$ cat src/rtl/yiq_pkg.sv
package yiq_pkg;

  localparam int COEF_W = 16;
  localparam int FRAC_W = 16;
  localparam int CHAN_N = 3;
  localparam int HALF   = 1 << (FRAC_W - 1);

  // Row index: 0 = luma, 1 = in-phase, 2 = quadrature.
  // Column index: 0 = red, 1 = green, 2 = blue.
  localparam int ROW_LUMA  = 0;
  localparam int ROW_INPH  = 1;
  localparam int ROW_QUAD  = 2;

  typedef logic [COEF_W-1:0] coef_t;

  localparam coef_t COEF_MAG [CHAN_N][CHAN_N] = '{
    '{16'd19595, 16'd38470, 16'd7471},
    '{16'd39059, 16'd18022, 16'd21037},
    '{16'd13894, 16'd34275, 16'd20382}
  };

  // Bit k set: the product of column k is subtracted instead of added.
  localparam logic [CHAN_N-1:0] COEF_SUB [CHAN_N] = '{3'b000, 3'b110, 3'b010};

  function automatic int fit_range(input int v, input int lo, input int hi);
    if (v < lo) return lo;
    if (v > hi) return hi;
    return v;
  endfunction

  function automatic int sat_signed(input int v, input int w);
    return fit_range(v, -(1 << (w - 1)), (1 << (w - 1)) - 1);
  endfunction

  function automatic int sat_unsigned(input int v, input int w);
    return fit_range(v, 0, (1 << w) - 1);
  endfunction

endpackage

$ cat src/rtl/yiq_row_mac.sv
module yiq_row_mac
  import yiq_pkg::*;
#(
  parameter int PIX_W = 8,
  parameter int ROW   = 0,
  parameter int ACC_W = 27
) (
  input  logic                          clk,
  input  logic                          adv,
  input  logic [CHAN_N-1:0][PIX_W-1:0]  pix,
  output logic signed [ACC_W-1:0]       acc
);

  localparam int PROD_W = PIX_W + COEF_W;

  logic [PROD_W-1:0]        prod_d [CHAN_N];
  logic [PROD_W-1:0]        prod_q [CHAN_N];
  logic signed [ACC_W-1:0]  term   [CHAN_N];
  logic signed [ACC_W-1:0]  sum_d;

  // Stage 1: unsigned products of component and weight magnitude.
  always_comb begin
    for (int k = 0; k < CHAN_N; k++) begin
      prod_d[k] = PROD_W'(pix[k]) * PROD_W'(COEF_MAG[ROW][k]);
    end
  end

  always_ff @(posedge clk) begin
    if (adv) begin
      for (int k = 0; k < CHAN_N; k++) begin
        prod_q[k] <= prod_d[k];
      end
    end
  end

  // Stage 2: signed sum, each product added or subtracted, plus half LSB.
  always_comb begin
    for (int k = 0; k < CHAN_N; k++) begin
      term[k] = $signed(ACC_W'(prod_q[k]));
    end
  end

  always_comb begin
    sum_d = ACC_W'(HALF);
    for (int k = 0; k < CHAN_N; k++) begin
      if (COEF_SUB[ROW][k]) sum_d = sum_d - term[k];
      else                  sum_d = sum_d + term[k];
    end
  end

  always_ff @(posedge clk) begin
    if (adv) acc <= sum_d;
  end

endmodule

$ cat src/rtl/yiq_out_stage.sv
module yiq_out_stage
  import yiq_pkg::*;
#(
  parameter int ACC_W = 27,
  parameter int Y_W   = 8,
  parameter int I_W   = 9,
  parameter int Q_W   = 9
) (
  input  logic                    clk,
  input  logic                    adv,
  input  logic signed [ACC_W-1:0] acc_y,
  input  logic signed [ACC_W-1:0] acc_i,
  input  logic signed [ACC_W-1:0] acc_q,
  output logic [Y_W-1:0]          y,
  output logic [I_W-1:0]          i,
  output logic [Q_W-1:0]          q,
  output logic                    sat_hit
);

  localparam int SH_W = ACC_W - FRAC_W;

  logic signed [ACC_W-1:0] shf_y, shf_i, shf_q;
  logic signed [SH_W-1:0]  sh_y, sh_i, sh_q;
  int                      raw_y, raw_i, raw_q;
  int                      fit_y, fit_i, fit_q;

  // Arithmetic shift keeps the sign of the chroma sums.
  assign shf_y = acc_y >>> FRAC_W;
  assign shf_i = acc_i >>> FRAC_W;
  assign shf_q = acc_q >>> FRAC_W;
  assign sh_y  = shf_y[SH_W-1:0];
  assign sh_i  = shf_i[SH_W-1:0];
  assign sh_q  = shf_q[SH_W-1:0];

  always_comb begin
    raw_y = int'(sh_y);
    raw_i = int'(sh_i);
    raw_q = int'(sh_q);
    fit_y = sat_unsigned(raw_y, Y_W);
    fit_i = sat_signed(raw_i, I_W);
    fit_q = sat_signed(raw_q, Q_W);
  end

  assign sat_hit = (fit_y != raw_y) || (fit_i != raw_i) || (fit_q != raw_q);

  always_ff @(posedge clk) begin
    if (adv) begin
      y <= fit_y[Y_W-1:0];
      i <= fit_i[I_W-1:0];
      q <= fit_q[Q_W-1:0];
    end
  end

endmodule

$ cat src/rtl/yiq_flow_ctrl.sv
module yiq_flow_ctrl #(
  parameter int DEPTH = 3
) (
  input  logic             clk,
  input  logic             rst_n,
  input  logic             in_valid,
  input  logic             out_ready,
  output logic             in_ready,
  output logic             adv,
  output logic [DEPTH-1:0] vld
);

  // The whole pipe moves unless a finished result is waiting on the sink.
  assign adv      = !vld[DEPTH-1] || out_ready;
  assign in_ready = adv;

  always_ff @(posedge clk) begin
    if (!rst_n)   vld <= '0;
    else if (adv) vld <= {vld[DEPTH-2:0], in_valid};
  end

endmodule

$ cat src/rtl/yiq_convert_pipe.sv
module yiq_convert_pipe
  import yiq_pkg::*;
#(
  parameter int PIX_W = 8,
  parameter int Y_W   = 8,
  parameter int I_W   = 9,
  parameter int Q_W   = 9
) (
  input  logic             clk,
  input  logic             rst_n,
  input  logic             in_valid,
  output logic             in_ready,
  input  logic [PIX_W-1:0] in_r,
  input  logic [PIX_W-1:0] in_g,
  input  logic [PIX_W-1:0] in_b,
  output logic             out_valid,
  input  logic             out_ready,
  output logic [Y_W-1:0]   out_y,
  output logic [I_W-1:0]   out_i,
  output logic [Q_W-1:0]   out_q
);

  localparam int DEPTH = 3;
  localparam int ACC_W = PIX_W + COEF_W + 3;

  logic [CHAN_N-1:0][PIX_W-1:0] pix;
  logic signed [ACC_W-1:0]      acc [CHAN_N];
  logic                         pipe_adv;
  logic [DEPTH-1:0]             stage_vld;
  logic                         sat_hit;

  assign pix[0] = in_r;
  assign pix[1] = in_g;
  assign pix[2] = in_b;

  yiq_flow_ctrl #(.DEPTH(DEPTH)) u_flow (
    .clk       (clk),
    .rst_n     (rst_n),
    .in_valid  (in_valid),
    .out_ready (out_ready),
    .in_ready  (in_ready),
    .adv       (pipe_adv),
    .vld       (stage_vld)
  );

  for (genvar row = 0; row < CHAN_N; row++) begin : g_row
    yiq_row_mac #(.PIX_W(PIX_W), .ROW(row), .ACC_W(ACC_W)) u_mac (
      .clk (clk),
      .adv (pipe_adv),
      .pix (pix),
      .acc (acc[row])
    );
  end

  yiq_out_stage #(.ACC_W(ACC_W), .Y_W(Y_W), .I_W(I_W), .Q_W(Q_W)) u_out (
    .clk     (clk),
    .adv     (pipe_adv),
    .acc_y   (acc[ROW_LUMA]),
    .acc_i   (acc[ROW_INPH]),
    .acc_q   (acc[ROW_QUAD]),
    .y       (out_y),
    .i       (out_i),
    .q       (out_q),
    .sat_hit (sat_hit)
  );

  assign out_valid = stage_vld[DEPTH-1];

endmodule

$ cat config.mk
export PLATFORM = sky130hd
export DESIGN_NAME = yiq_convert_pipe
export DESIGN_NICKNAME = d
export VERILOG_FILES = /design/src/rtl/yiq_pkg.sv /design/src/rtl/yiq_row_mac.sv /design/src/rtl/yiq_out_stage.sv /design/src/rtl/yiq_flow_ctrl.sv /design/src/rtl/yiq_convert_pipe.sv
export SDC_FILE = /design/constraint.sdc
export NUM_CORES = 1
export LEC_CHECK = 0
export BUFFER_PORTS_ARGS = -buffer_cell sky130_fd_sc_hd__buf_4
export CORE_MARGIN = 2
export CORE_UTILIZATION = 35
export CTS_CLUSTER_DIAMETER = 40
export DETAILED_ROUTE_END_ITERATION = 10
export PLACE_DENSITY_LB_ADDON = 0.1
export REMOVE_ABC_BUFFERS = 1
export SLEW_MARGIN = 10
export SYNTH_ARGS = -nofsm -noshare
export SYNTH_HDL_FRONTEND = slang
export SYNTH_SLANG_ARGS = --single-unit
$ cat constraint.sdc
create_clock -name clk -period 6.9 [get_ports clk]
set_input_delay 0.69 -clock clk [delete_from_list [all_inputs] [get_ports clk]]
set_output_delay 0.69 -clock clk [all_outputs]
set_load 0.005 [all_outputs]
## Word level (Yosys, flattened, before mapping)

Memory sizes are Yosys's and may differ from the RTL's.
Index checks and enable logic that the tools add are counted.
Widths: inputs -> output; s select.

| word-level totals | value |
|---|---|
| flip-flop bits (word level) | 110 |
| RAM bits | 216 |
| bits of input ports | 28 |
| output and inout port bits | 28 |
| word-level logic and storage cells | 57 |
| memories kept | 3 |

Memory list:

| memory | words | width | rd ports | clocked after Yosys merged registers in | wr ports | line | RTL |
|---|---|---|---|---|---|---|---|
| g_row[0].u_mac.prod_q | 3 | 24 | 3 | 0 | 3 | yiq_row_mac.sv:17 | `logic [PROD_W-1:0] prod_q [CHAN_N];` |
| g_row[1].u_mac.prod_q | 3 | 24 | 3 | 0 | 3 | yiq_row_mac.sv:17 |  |
| g_row[2].u_mac.prod_q | 3 | 24 | 3 | 0 | 3 | yiq_row_mac.sv:17 |  |

| cells by class | value |
|---|---|
| add/sub/neg operators | 9 |
| $mul | 9 |
| magnitude comparators | 6 |
| mux-type cells | 21 |
| reduce and logical (&&, ||, !) cells | 2 |

Operators with widths:

| operator | count |
|---|---|
| $add 27x25->27 | 3 |
| $sub 27x25->27 | 3 |
| $add 16x24->25 const A | 3 |
| $mux 9 | 8 |
| $mul 8x15->23 const B | 3 |
| $mul 8x16->24 const B | 2 |
| $mul 8x14->22 const B | 2 |
| $mul 8x13->21 const B | 2 |
| $gt 11x9->1 const B | 3 |
| $lt 11x9->1 const B | 2 |
| $mux 8 | 2 |
| $lt 11x1->1 const B | 1 |
| $mux 1 | 11 |
| $logic_not 1->1 | 1 |
| $logic_or 1x1->1 | 1 |

## Longest topological paths before layout

Gate-level depths: netlist of run 1.

| depth | value |
|---|---|
| depth in word-level cells | 5 |
| mapped depth | 17 |
| depth with buffers taken out | 17 |

## Modules after synthesis

Synthesis of run 1 repeated with hierarchy kept, for this count alone.

| unflattened totals | value |
|---|---|
| cell total of the unflattened synthesis | 3164 |
| area total of the unflattened synthesis | 33058.0 um2 |

By module, submodules not included:

| module | instances | cells each | area an instance (um2) | seq. area each (um2) |
|---|---|---|---|---|
| yiq_row_mac (g_row[2].u_mac) | 1 | 1061 | 10844.2 | 2822.7 |
| yiq_row_mac (g_row[1].u_mac) | 1 | 1047 | 10478.8 | 2882.8 |
| yiq_row_mac (g_row[0].u_mac) | 1 | 934 | 10299.9 | 2792.7 |
| yiq_out_stage | 1 | 110 | 1311.3 | 780.7 |
| yiq_flow_ctrl | 1 | 12 | 123.9 | 60.1 |

## Worst setup path before layout of run 1

No wires, ideal clock.

| path | value |
|---|---|
| path type | input -> register |
| from | input port out_ready |
| to | register u_flow.vld[2] |
| setup time | 0.414 ns |
| arrival time | 7.047 ns |
| data required time | 6.486 ns |
| setup slack | -0.561 ns |
| cell stages on the path | 2 |
| path buffers | 0 |
| path through | nand2b_1 > a21boi_0 |

| on the way | value |
|---|---|
| word-level cells in the longest chain between the ends | 1 |

Ends and longest elaborated chain:

| what | line | RTL |
|---|---|---|
| start: declaration | yiq_convert_pipe.sv:17 | `input logic out_ready,` |
| $logic_or 1x1->1 | yiq_flow_ctrl.sv:14 | `assign adv = !vld[DEPTH-1] \|\| out_ready;` |
| end signal: assignment | yiq_flow_ctrl.sv:19 | `else if (adv) vld <= {vld[DEPTH-2:0], in_valid};` |
| end: declaration | yiq_flow_ctrl.sv:10 | `output logic [DEPTH-1:0] vld` |

Every way passes these cells.
A chain may end at the register's enable or synchronous reset.

==> metrics.txt, run 1 <==
post-placement cell count 3577; timing-limited maximum frequency 210 MHz; worst hold path depth 2; type of destination of the critical path flop; via count of the first global-routing pass around 19000; Seq/Total Area, Yosys 27.3%; number of nets still failing antenna checks after routing 0; share of power burned in combinational logic 60.3%; CP top delay family adder cells; CP Cell Sequence buf_4, fa_1, inv_1, fa_1, inv_1, fa_1, fa_1, ha_1, or2_2, a21oi_1, a21oi_1, a211oi_1, o31ai_1, a211oi_1, nor3_1; met1 track demand over resource 26.4%; worst path required time 7.20 ns; diode insertion count for antenna repair 0; launch instance of the worst register-to-register path g_row[2].u_mac.prod_q[0][26]; FF-to-FF path depth 10; Final min period 4.77 ns; worst setup slack for register-to-register paths 3.18 ns; quantity of I/O buffers inserted on ports 55; r2r endpoint g_row[0].u_mac.acc[23]; number of pins with negative max-slew slack in the final report 0; unrepaired setup endpoints after global routing no; number of max-cap violations 0; number of endpoints failing setup at the final stage 0; power density relative to cell area approximately 500 nW/µm²; number of flops mapped to enable cells by yosys approximately 240; post-CTS resize count 0; cell at the root of the clock tree sky130_fd_sc_hd__clkbuf_16; Clock power frac 17.1%; non-filler cells in the finished layout 3674; total length of routed wires 68200 µm; Mapped Area around 26000 µm²; top library cells by usage in the layout, fill and taps aside 527 x sky130_fd_sc_hd__inv_1, 467 x sky130_fd_sc_hd__ha_1, 238 x sky130_fd_sc_hd__edfxtp_1; Mean Syn Cell Area 10.3 µm²; met3 Resource Use GR 1.89%; crit start category primary input; Ys Warns 0; Final Wtd Congestion around 0.86; total buffers and inverters traversed by the critical path 3; clock tree from TritonCTS built; number of antenna violations at the first check in global routing 0; number of ports placed on the die boundary 56; part of the cycle the worst path needs 69.1%; placement row count 100; Max Clock Skew 0.0202 ns; met2 usage in global routing between 20 and 30%; area of the die 77600 µm²; delay contributed by the slowest stage of the critical path 0.65 ns; Critical Path Fanout Max 9; total of hold buffers inserted after clock tree synthesis 0; transition time at the pin with the least slew margin 1.04 ns; share of the synthesized area in the top cell type 27.1%; Final #Nets 3385; Remaining Overflow, GRT 0; vias after detailed routing 18171; wire per inst 18.6 µm; clock insertion delay at the later pin of the skew report 0.58 ns; fraction of layout cells with a size suffix above 1 6.91%; Leakage Power 0.0146 µW; drt pass-1 iters 6; Mapped Cells 2573; pre-CTS WS 1.55 ns; Setup Total Neg Slack 0 ns; hold path start rst_n; detailed placement HPWL 56800 µm; global routing's busiest layer met2; initial DRC count 860; remaining design rule violation count 0; Vias/cell 4.95; Num CTS Buffers 52; CTS H-tree depth 2; part of the total power dissipated in sequential elements a little under a quarter; headroom to the max-slew limit 30.7%; clock-pin transition on the worst setup and hold timing paths 0.05 ns; highest ir drop seen on vdd about 260 µV; critical path's slowest cell sky130_fd_sc_hd__fa_1; worst endpoint data arrival time 5.07 ns; global routing usage summed across all routing layers 18.0%; worst setup slack after layout 2.13 ns; share of total power consumed by net switching about 44%; post-CTS repair timing setup buffer count 0; end of the worst hold path u_flow.vld[0]; floorplan core area around 75000 µm²; clock buffer depth 3; Layout area overhead 12.7%; count of different cell masters after synthesis 67; final count of hold timing violations 0; library cell occupying the most area in the post-synthesis netlist sky130_fd_sc_hd__edfxtp_1; dominant synthesized flop cell sky130_fd_sc_hd__edfxtp_1; post-synthesis register bit count ~240; clock sink count 241; Worst path most repeated cell sky130_fd_sc_hd__fa_1; path category of the worst min-delay check in -> reg; internal power slightly above 8000 µW; share of flip-flops with an asynchronous set or reset 0%; Vert. Die Dim roughly 280 µm; global-route wire length before repair 107000 µm; effective utilization at floorplan between 30 and 40%; largest net degree at the start of global routing 80; top area cells in the synthesized netlist sky130_fd_sc_hd__edfxtp_1 27%, sky130_fd_sc_hd__ha_1 22%, sky130_fd_sc_hd__fa_1 17%, sky130_fd_sc_hd__inv_1 7.5%, sky130_fd_sc_hd__xnor2_1 3.9%; x dimension of the die 279 µm; most common library cell in the layout ignoring fill and taps sky130_fd_sc_hd__inv_1; Worst Setup Path Type in -> reg; run status finished, final reports clean; Net Sw Power about 6600 µW
-- state kept, by name, summed over array words and instances (netlist names) --
signal / cells
u_out.y: 8
u_out.q: 9
g_row.u_mac.acc: 32
g_row.u_mac.prod_q: 180
u_out.i: 9
u_flow.vld: 3
-- layout make-up --
cell class | count | area, µm²
Fill cell | 7366 | 44800
Multi-Input combinational cell | 1782 | 17100
Sequential cell | 241 | 7210
Inverter | 527 | 1980
Clock buffer | 53 | 1330
Tap cell | 969 | 1210
Clock inverter | 44 | 464
Timing Repair Buffer | 58 | 435
-- synth_stat cells, types with 4 or more instances --
cell and instances:
sky130_fd_sc_hd__a2111oi_0 6, sky130_fd_sc_hd__nor2b_1 23, sky130_fd_sc_hd__and2_1 10, sky130_fd_sc_hd__or3_1 22
sky130_fd_sc_hd__o21a_1 31, sky130_fd_sc_hd__nand2_1 81, sky130_fd_sc_hd__a21o_1 48, sky130_fd_sc_hd__a211oi_1 17
sky130_fd_sc_hd__clkbuf_1 20, sky130_fd_sc_hd__a211o_1 4, sky130_fd_sc_hd__a311oi_1 6, sky130_fd_sc_hd__xor2_1 45
sky130_fd_sc_hd__o31a_1 5, sky130_fd_sc_hd__nand2b_1 17, sky130_fd_sc_hd__nor3b_1 5, sky130_fd_sc_hd__nor2_1 153
sky130_fd_sc_hd__o31ai_1 9, sky130_fd_sc_hd__nand4_1 12, sky130_fd_sc_hd__ha_1 467, sky130_fd_sc_hd__or2_2 16
sky130_fd_sc_hd__nor4_1 7, sky130_fd_sc_hd__a21boi_0 4, sky130_fd_sc_hd__nor3_1 60, sky130_fd_sc_hd__inv_1 527
sky130_fd_sc_hd__edfxtp_1 238, sky130_fd_sc_hd__o211ai_1 11, sky130_fd_sc_hd__nand3_1 48, sky130_fd_sc_hd__and3_1 31
sky130_fd_sc_hd__o21bai_1 22, sky130_fd_sc_hd__a31oi_1 12, sky130_fd_sc_hd__a31o_2 6, sky130_fd_sc_hd__a21oi_1 145
sky130_fd_sc_hd__mux2i_1 4, sky130_fd_sc_hd__o21ai_0 56, sky130_fd_sc_hd__nand3b_1 4, sky130_fd_sc_hd__xnor2_1 117
sky130_fd_sc_hd__fa_1 228, sky130_fd_sc_hd__and4_1 6
-- metrics by stage --
step	cell area [µm²]	hold slack [ns]	util, %	power [µW]
floorplan	26300	0.434	-	9730
global placement	27900	0.444	37.5	12300
detailed placement	27900	0.463	37.5	12300
CTS	29700	0.317	39.9	15000
global route	29700	0.335	39.9	16400
finish	29700	0.356	39.9	14800
-- worst reg2reg max path, delay by kind of cell, from the launching register on --
family,cells,cell delay [ns]
AO/OA/AOI/OAI,6,1.95
adder cells (fa/ha/maj),2,0.80
flip-flops,1,0.50
AND/OR/NAND/NOR,2,0.21
-- routing by layer --
layer	wire, µm	share of wire [%]	up-vias
met1	34100	50	8811
met2	30000	44	297
li1	-	-	8969
met3	2150	3.1	94
met4	2010	2.9	0
met5	0	0	-
-- cells by family after synthesis --
| kind of cell | after synthesis | synth area share [%] |
|---|---|---|
| xor gates and xnor gates | 162 | 5.38 |
| DFF | 241 | 27.3 |
| adders and majority gates | 695 | 39.5 |
| muxes | 4 | 0.152 |
| and+or+nand+nor | 500 | 9.28 |
| AOI/OAI and AO/OA | 421 | 10.6 |
| buffers and inverters | 550 | 7.84 |
-- worst max-delay path by stage --
stage,start,end,cells past startpoint
2_1_floorplan,out_ready,u_flow.vld[2],2
3_3_place_gp,in_b[5],g_row[2].u_mac.prod_q[0][68],15
3_5_place_dp,in_b[5],g_row[2].u_mac.prod_q[0][68],15
4_1_cts,in_b[5],g_row[2].u_mac.prod_q[0][66],15
5_1_grt,in_b[5],g_row[0].u_mac.prod_q[0][67],16
6_report,in_b[5],g_row[2].u_mac.prod_q[0][66],15
-- power groups by stage --
stage                     sequential [µW]  clock (µW)  combinational [µW]
final                                3350        2540                8950
after global routing                 3450        2680               10300
after detailed placement             3380           0                8950
after CTS                            3370        2610                9060
after floorplan                      3120           0                6610
after global placement               3390           0                8890
(Power assumes the default switching activity.)
==> run 2, diff against run 1 <==
--- a/config.mk
+++ b/config.mk
@@ -5,6 +5,7 @@
 export SDC_FILE = /design/constraint.sdc
 export NUM_CORES = 1
 export LEC_CHECK = 0
+export ABC_AREA = 1
 export BUFFER_PORTS_ARGS = -buffer_cell sky130_fd_sc_hd__buf_4
 export CORE_MARGIN = 2
 export CORE_UTILIZATION = 35
==> constraint.sdc (replaced) <==
create_clock -name clk -period 4.9 [get_ports clk]
set_input_delay 0.49 -clock clk [delete_from_list [all_inputs] [get_ports clk]]
set_output_delay 0.49 -clock clk [all_outputs]
set_load 0.005 [all_outputs]
==> metrics.txt, run 2 <==
dominant synthesized flop cell sky130_fd_sc_hd__edfxtp_1 (unchanged); worst setup slack for register-to-register paths 1.68 ns (was 3.18 ns); run status finished, final reports clean (unchanged); FF-to-FF path depth 13 (was 10); clock insertion delay at the later pin of the skew report 0.58 ns (about the same); Worst path most repeated cell sky130_fd_sc_hd__nand2_1 (was sky130_fd_sc_hd__fa_1); number of nets still failing antenna checks after routing 0 (unchanged); Seq/Total Area, Yosys 24.5% (was 27.3%); vias after detailed routing 22528 (was 18171); post-synthesis register bit count 241 (unchanged); Remaining Overflow, GRT 0 (unchanged); final count of hold timing violations 0 (unchanged); post-route design area 32700 µm² (was 29700 µm²); transition time at the pin with the least slew margin 0.748 ns (was 1.04 ns); register containing the most flip-flops in the final layout g_row.u_mac.prod_q (unchanged); Ys Warns 0 (unchanged); remaining design rule violation count 0 (unchanged); area of the die 86300 µm² (was 77600 µm²); number of pins with negative max-slew slack in the final report 0 (unchanged); detailed placement HPWL 70900 µm (was 56800 µm); clock tree from TritonCTS built (unchanged); timing-limited maximum frequency 257 MHz; global-route wire length before repair 130000 µm (was 107000 µm); list of most frequent post-synthesis cells 796 x sky130_fd_sc_hd__inv_1, 768 x sky130_fd_sc_hd__nand2_1, 467 x sky130_fd_sc_hd__ha_1, 238 x sky130_fd_sc_hd__edfxtp_1, 228 x sky130_fd_sc_hd__fa_1 (was 527 x sky130_fd_sc_hd__inv_1, 467 x sky130_fd_sc_hd__ha_1, 238 x sky130_fd_sc_hd__edfxtp_1, 228 x sky130_fd_sc_hd__fa_1, 153 x sky130_fd_sc_hd__nor2_1); clock buffer depth 3 (unchanged); flip-flop count of the largest register, all copies and words added 180 (unchanged); top library cells by usage in the layout, fill and taps aside 795 x sky130_fd_sc_hd__inv_1, 768 x sky130_fd_sc_hd__nand2_1, 467 x sky130_fd_sc_hd__ha_1 (was 527 x sky130_fd_sc_hd__inv_1, 467 x sky130_fd_sc_hd__ha_1, 238 x sky130_fd_sc_hd__edfxtp_1); placement row count 106 (was 100); most used standard cell by instance count after synthesis sky130_fd_sc_hd__inv_1 (unchanged); drt pass-1 iters 5 (was 6); area of all sequential standard cells 7210 µm² (unchanged); Mapped Cells 3553 (was 2573); CTS H-tree depth 2 (unchanged); clock sink count 241 (unchanged); number of flops mapped to enable cells by yosys 238 (unchanged); most common library cell in the layout ignoring fill and taps sky130_fd_sc_hd__inv_1 (unchanged); critical path's slowest cell sky130_fd_sc_hd__fa_1 (unchanged); share of the synthesized area in the top cell type 24.3% (was 27.1%); end of the worst hold path u_flow.vld[2] (was u_flow.vld[0]); Final Wtd Congestion 0.865 (was 0.860); fraction of layout cells with a size suffix above 1 4.79% (was 6.91%); Critical Path Fanout Max 9 (unchanged); path category of the worst min-delay check in -> reg (unchanged); Num CTS Buffers 46 (was 52); clock-pin transition on the worst setup and hold timing paths 0.05 ns (about the same); worst hold path depth 2 (unchanged); count of different cell masters after synthesis 42 (was 67); Final min period 3.90 ns; headroom to the max-slew limit 49.6% (was 30.7%); fill count 8642 (was 7366); worst setup slack after layout 1.00 ns (was 2.13 ns); r2r endpoint g_row[2].u_mac.acc[22] (was g_row[0].u_mac.acc[23]); floorplan core area 83400 µm² (was 74600 µm²); wire per inst 17.4 µm (was 18.6 µm); diode insertion count for antenna repair 0 (unchanged); initial DRC count 1193 (was 860); CP Cell Sequence buf_4, fa_1, inv_1, fa_1, inv_1, fa_1, fa_1, ha_1, a21oi_1, o21ai_0, nand2_1, nand3_1, nand2_1, nand2_1, nand2_1, nand2_1 (was buf_4, fa_1, inv_1, fa_1, inv_1, fa_1, fa_1, ha_1, or2_2, a21oi_1, a21oi_1, a211oi_1, o31ai_1, a211oi_1, nor3_1); total length of routed wires 82900 µm (was 68200 µm); leading registers by flop count g_row.u_mac.prod_q x180, g_row.u_mac.acc x32 (unchanged); instance area after placement 31200 µm² (was 27900 µm²); type of destination of the critical path flop (unchanged); x dimension of the die 294 µm (was 279 µm); area of the multi-input gates 19200 µm² (was 17100 µm²); number of endpoints failing setup at the final stage 0 (unchanged); Vert. Die Dim 294 µm (was 279 µm); Setup Total Neg Slack 0 ns (unchanged); launch instance of the worst register-to-register path g_row[2].u_mac.prod_q[0][15] (was g_row[2].u_mac.prod_q[0][26]); final cell utilization of the core 39.2% (was 39.9%); library cell occupying the most area in the post-synthesis netlist sky130_fd_sc_hd__edfxtp_1 (unchanged); Final #Nets 4381 (was 3385); delay contributed by the slowest stage of the critical path 0.64 ns (was 0.65 ns); number of antenna violations at the first check in global routing 2 (was 0); crit start category primary input (unchanged); pre-CTS WS 0.407 ns (was 1.55 ns); post-CTS repair timing setup buffer count 0 (unchanged); global routing usage summed across all routing layers 19.6% (was 18.0%); Worst Setup Path Type in -> reg (unchanged); worst path required time 5.23 ns (was 7.20 ns); Vias/cell 4.72 (was 4.95); hold path start rst_n (unchanged); part of the cycle the worst path needs between 70% and 80%; cell at the root of the clock tree sky130_fd_sc_hd__clkbuf_16 (unchanged); via count of the first global-routing pass 22770 (was 18687); worst endpoint data arrival time 4.23 ns (was 5.07 ns); total of hold buffers inserted after clock tree synthesis 0 (unchanged); Mapped Area 29400 µm² (was 26400 µm²); quantity of I/O buffers inserted on ports 55 (unchanged); Max Clock Skew 0.0155 ns (was 0.0202 ns); top area cells in the synthesized netlist sky130_fd_sc_hd__edfxtp_1 24%, sky130_fd_sc_hd__ha_1 20%, sky130_fd_sc_hd__fa_1 16%, sky130_fd_sc_hd__inv_1 10%, sky130_fd_sc_hd__nand2_1 9.8% (was sky130_fd_sc_hd__edfxtp_1 27%, sky130_fd_sc_hd__ha_1 22%, sky130_fd_sc_hd__fa_1 17%, sky130_fd_sc_hd__inv_1 7.5%, sky130_fd_sc_hd__xnor2_1 3.9%); number of ports placed on the die boundary 56 (unchanged); Layout area overhead 11.2% (was 12.7%); Mean Syn Cell Area 8.27 µm² (was 10.3 µm²); unrepaired setup endpoints after global routing no (unchanged); share of flip-flops with an asynchronous set or reset 0% (unchanged); effective utilization at floorplan 35.2% (was 35.4%); post-CTS resize count 0 (unchanged); largest net degree at the start of global routing 121 (was 80); number of max-cap violations 0 (unchanged)
==> run 2: changes by cell type after synthesis, sizes merged, moves of 67 or more <==
cell / delta
inv: +270
xnor2: -85
a21oi: +67
nand3: +126
nand2: +696
nor2: +73
==> run 2: cell families (layout without fill, tap and decap cells) <==
family,Yosys count,in the layout,share of synthesized area (%)
AND/OR/NAND/NOR,1283,1283,18.2
buffers and inverters,800,941,10.2
adder cells (fa/ha/maj),695,695,35.4
AO/OA/AOI/OAI,409,409,7.87
flip-flops,241,241,24.5
XOR/XNOR,125,125,3.73
==> run 2: area by class of cell <==
type                            count  share of cell area [%]
Multi-Input combinational cell   2512                    58.7
Sequential cell                   241                    22.1
Inverter                          797                    9.18
Tap cell                         1080                    4.13
Clock buffer                       50                    3.63
Timing Repair Buffer               60                    1.42
Clock inverter                     34                   0.926
==> run 2: metal layers <==
layer / GRT usage [%] / vias up / routed length (µm)
li1: - / 11645 / -
met1: 28.2 / 10468 / 41400
met2: 31.8 / 322 / 37000
met3: 2.21 / 91 / 2870
met4: 4.29 / 2 / 1640
met5: 0 / - / 10
==> run 2: how the worst max path moves through the flow <==
stage | startpoint | endpoint | slack, ns | depth (start not counted)
2_1_floorplan | out_ready | g_row[0].u_mac.acc[16] | -0.89 | 2
3_3_place_gp | in_b[5] | g_row[0].u_mac.prod_q[0][68] | 0.44 | 19
3_5_place_dp | in_b[5] | g_row[0].u_mac.prod_q[0][68] | 0.41 | 19
4_1_cts | in_b[5] | g_row[0].u_mac.prod_q[0][68] | 1.04 | 19
5_1_grt | in_b[5] | g_row[0].u_mac.prod_q[0][68] | 0.78 | 19
6_report | in_b[5] | g_row[2].u_mac.prod_q[0][69] | 1.00 | 16
==> run 2: critical path: cells and delay by family <==
kind	cells	cell delay, ns
adders and majority gates	5	2.51
buffers and inverters	3	0.38
AOI/OAI and AO/OA	2	0.34
and+or+nand+nor	6	0.50
==> run 2: metrics by stage <==
stage / std cells / hold slack, ns
floorplan: 3550 / 0.426
global placement: 4690 / 0.433
detailed placement: 4690 / 0.435
CTS: 4774 / 0.0952
global route: 4774 / 0.123
finish: 4774 / 0.134
Power of run 2 is left out: the tool's default activity adds up to more than one toggle a clock period on the data nets, which glitch-free logic cannot reach.
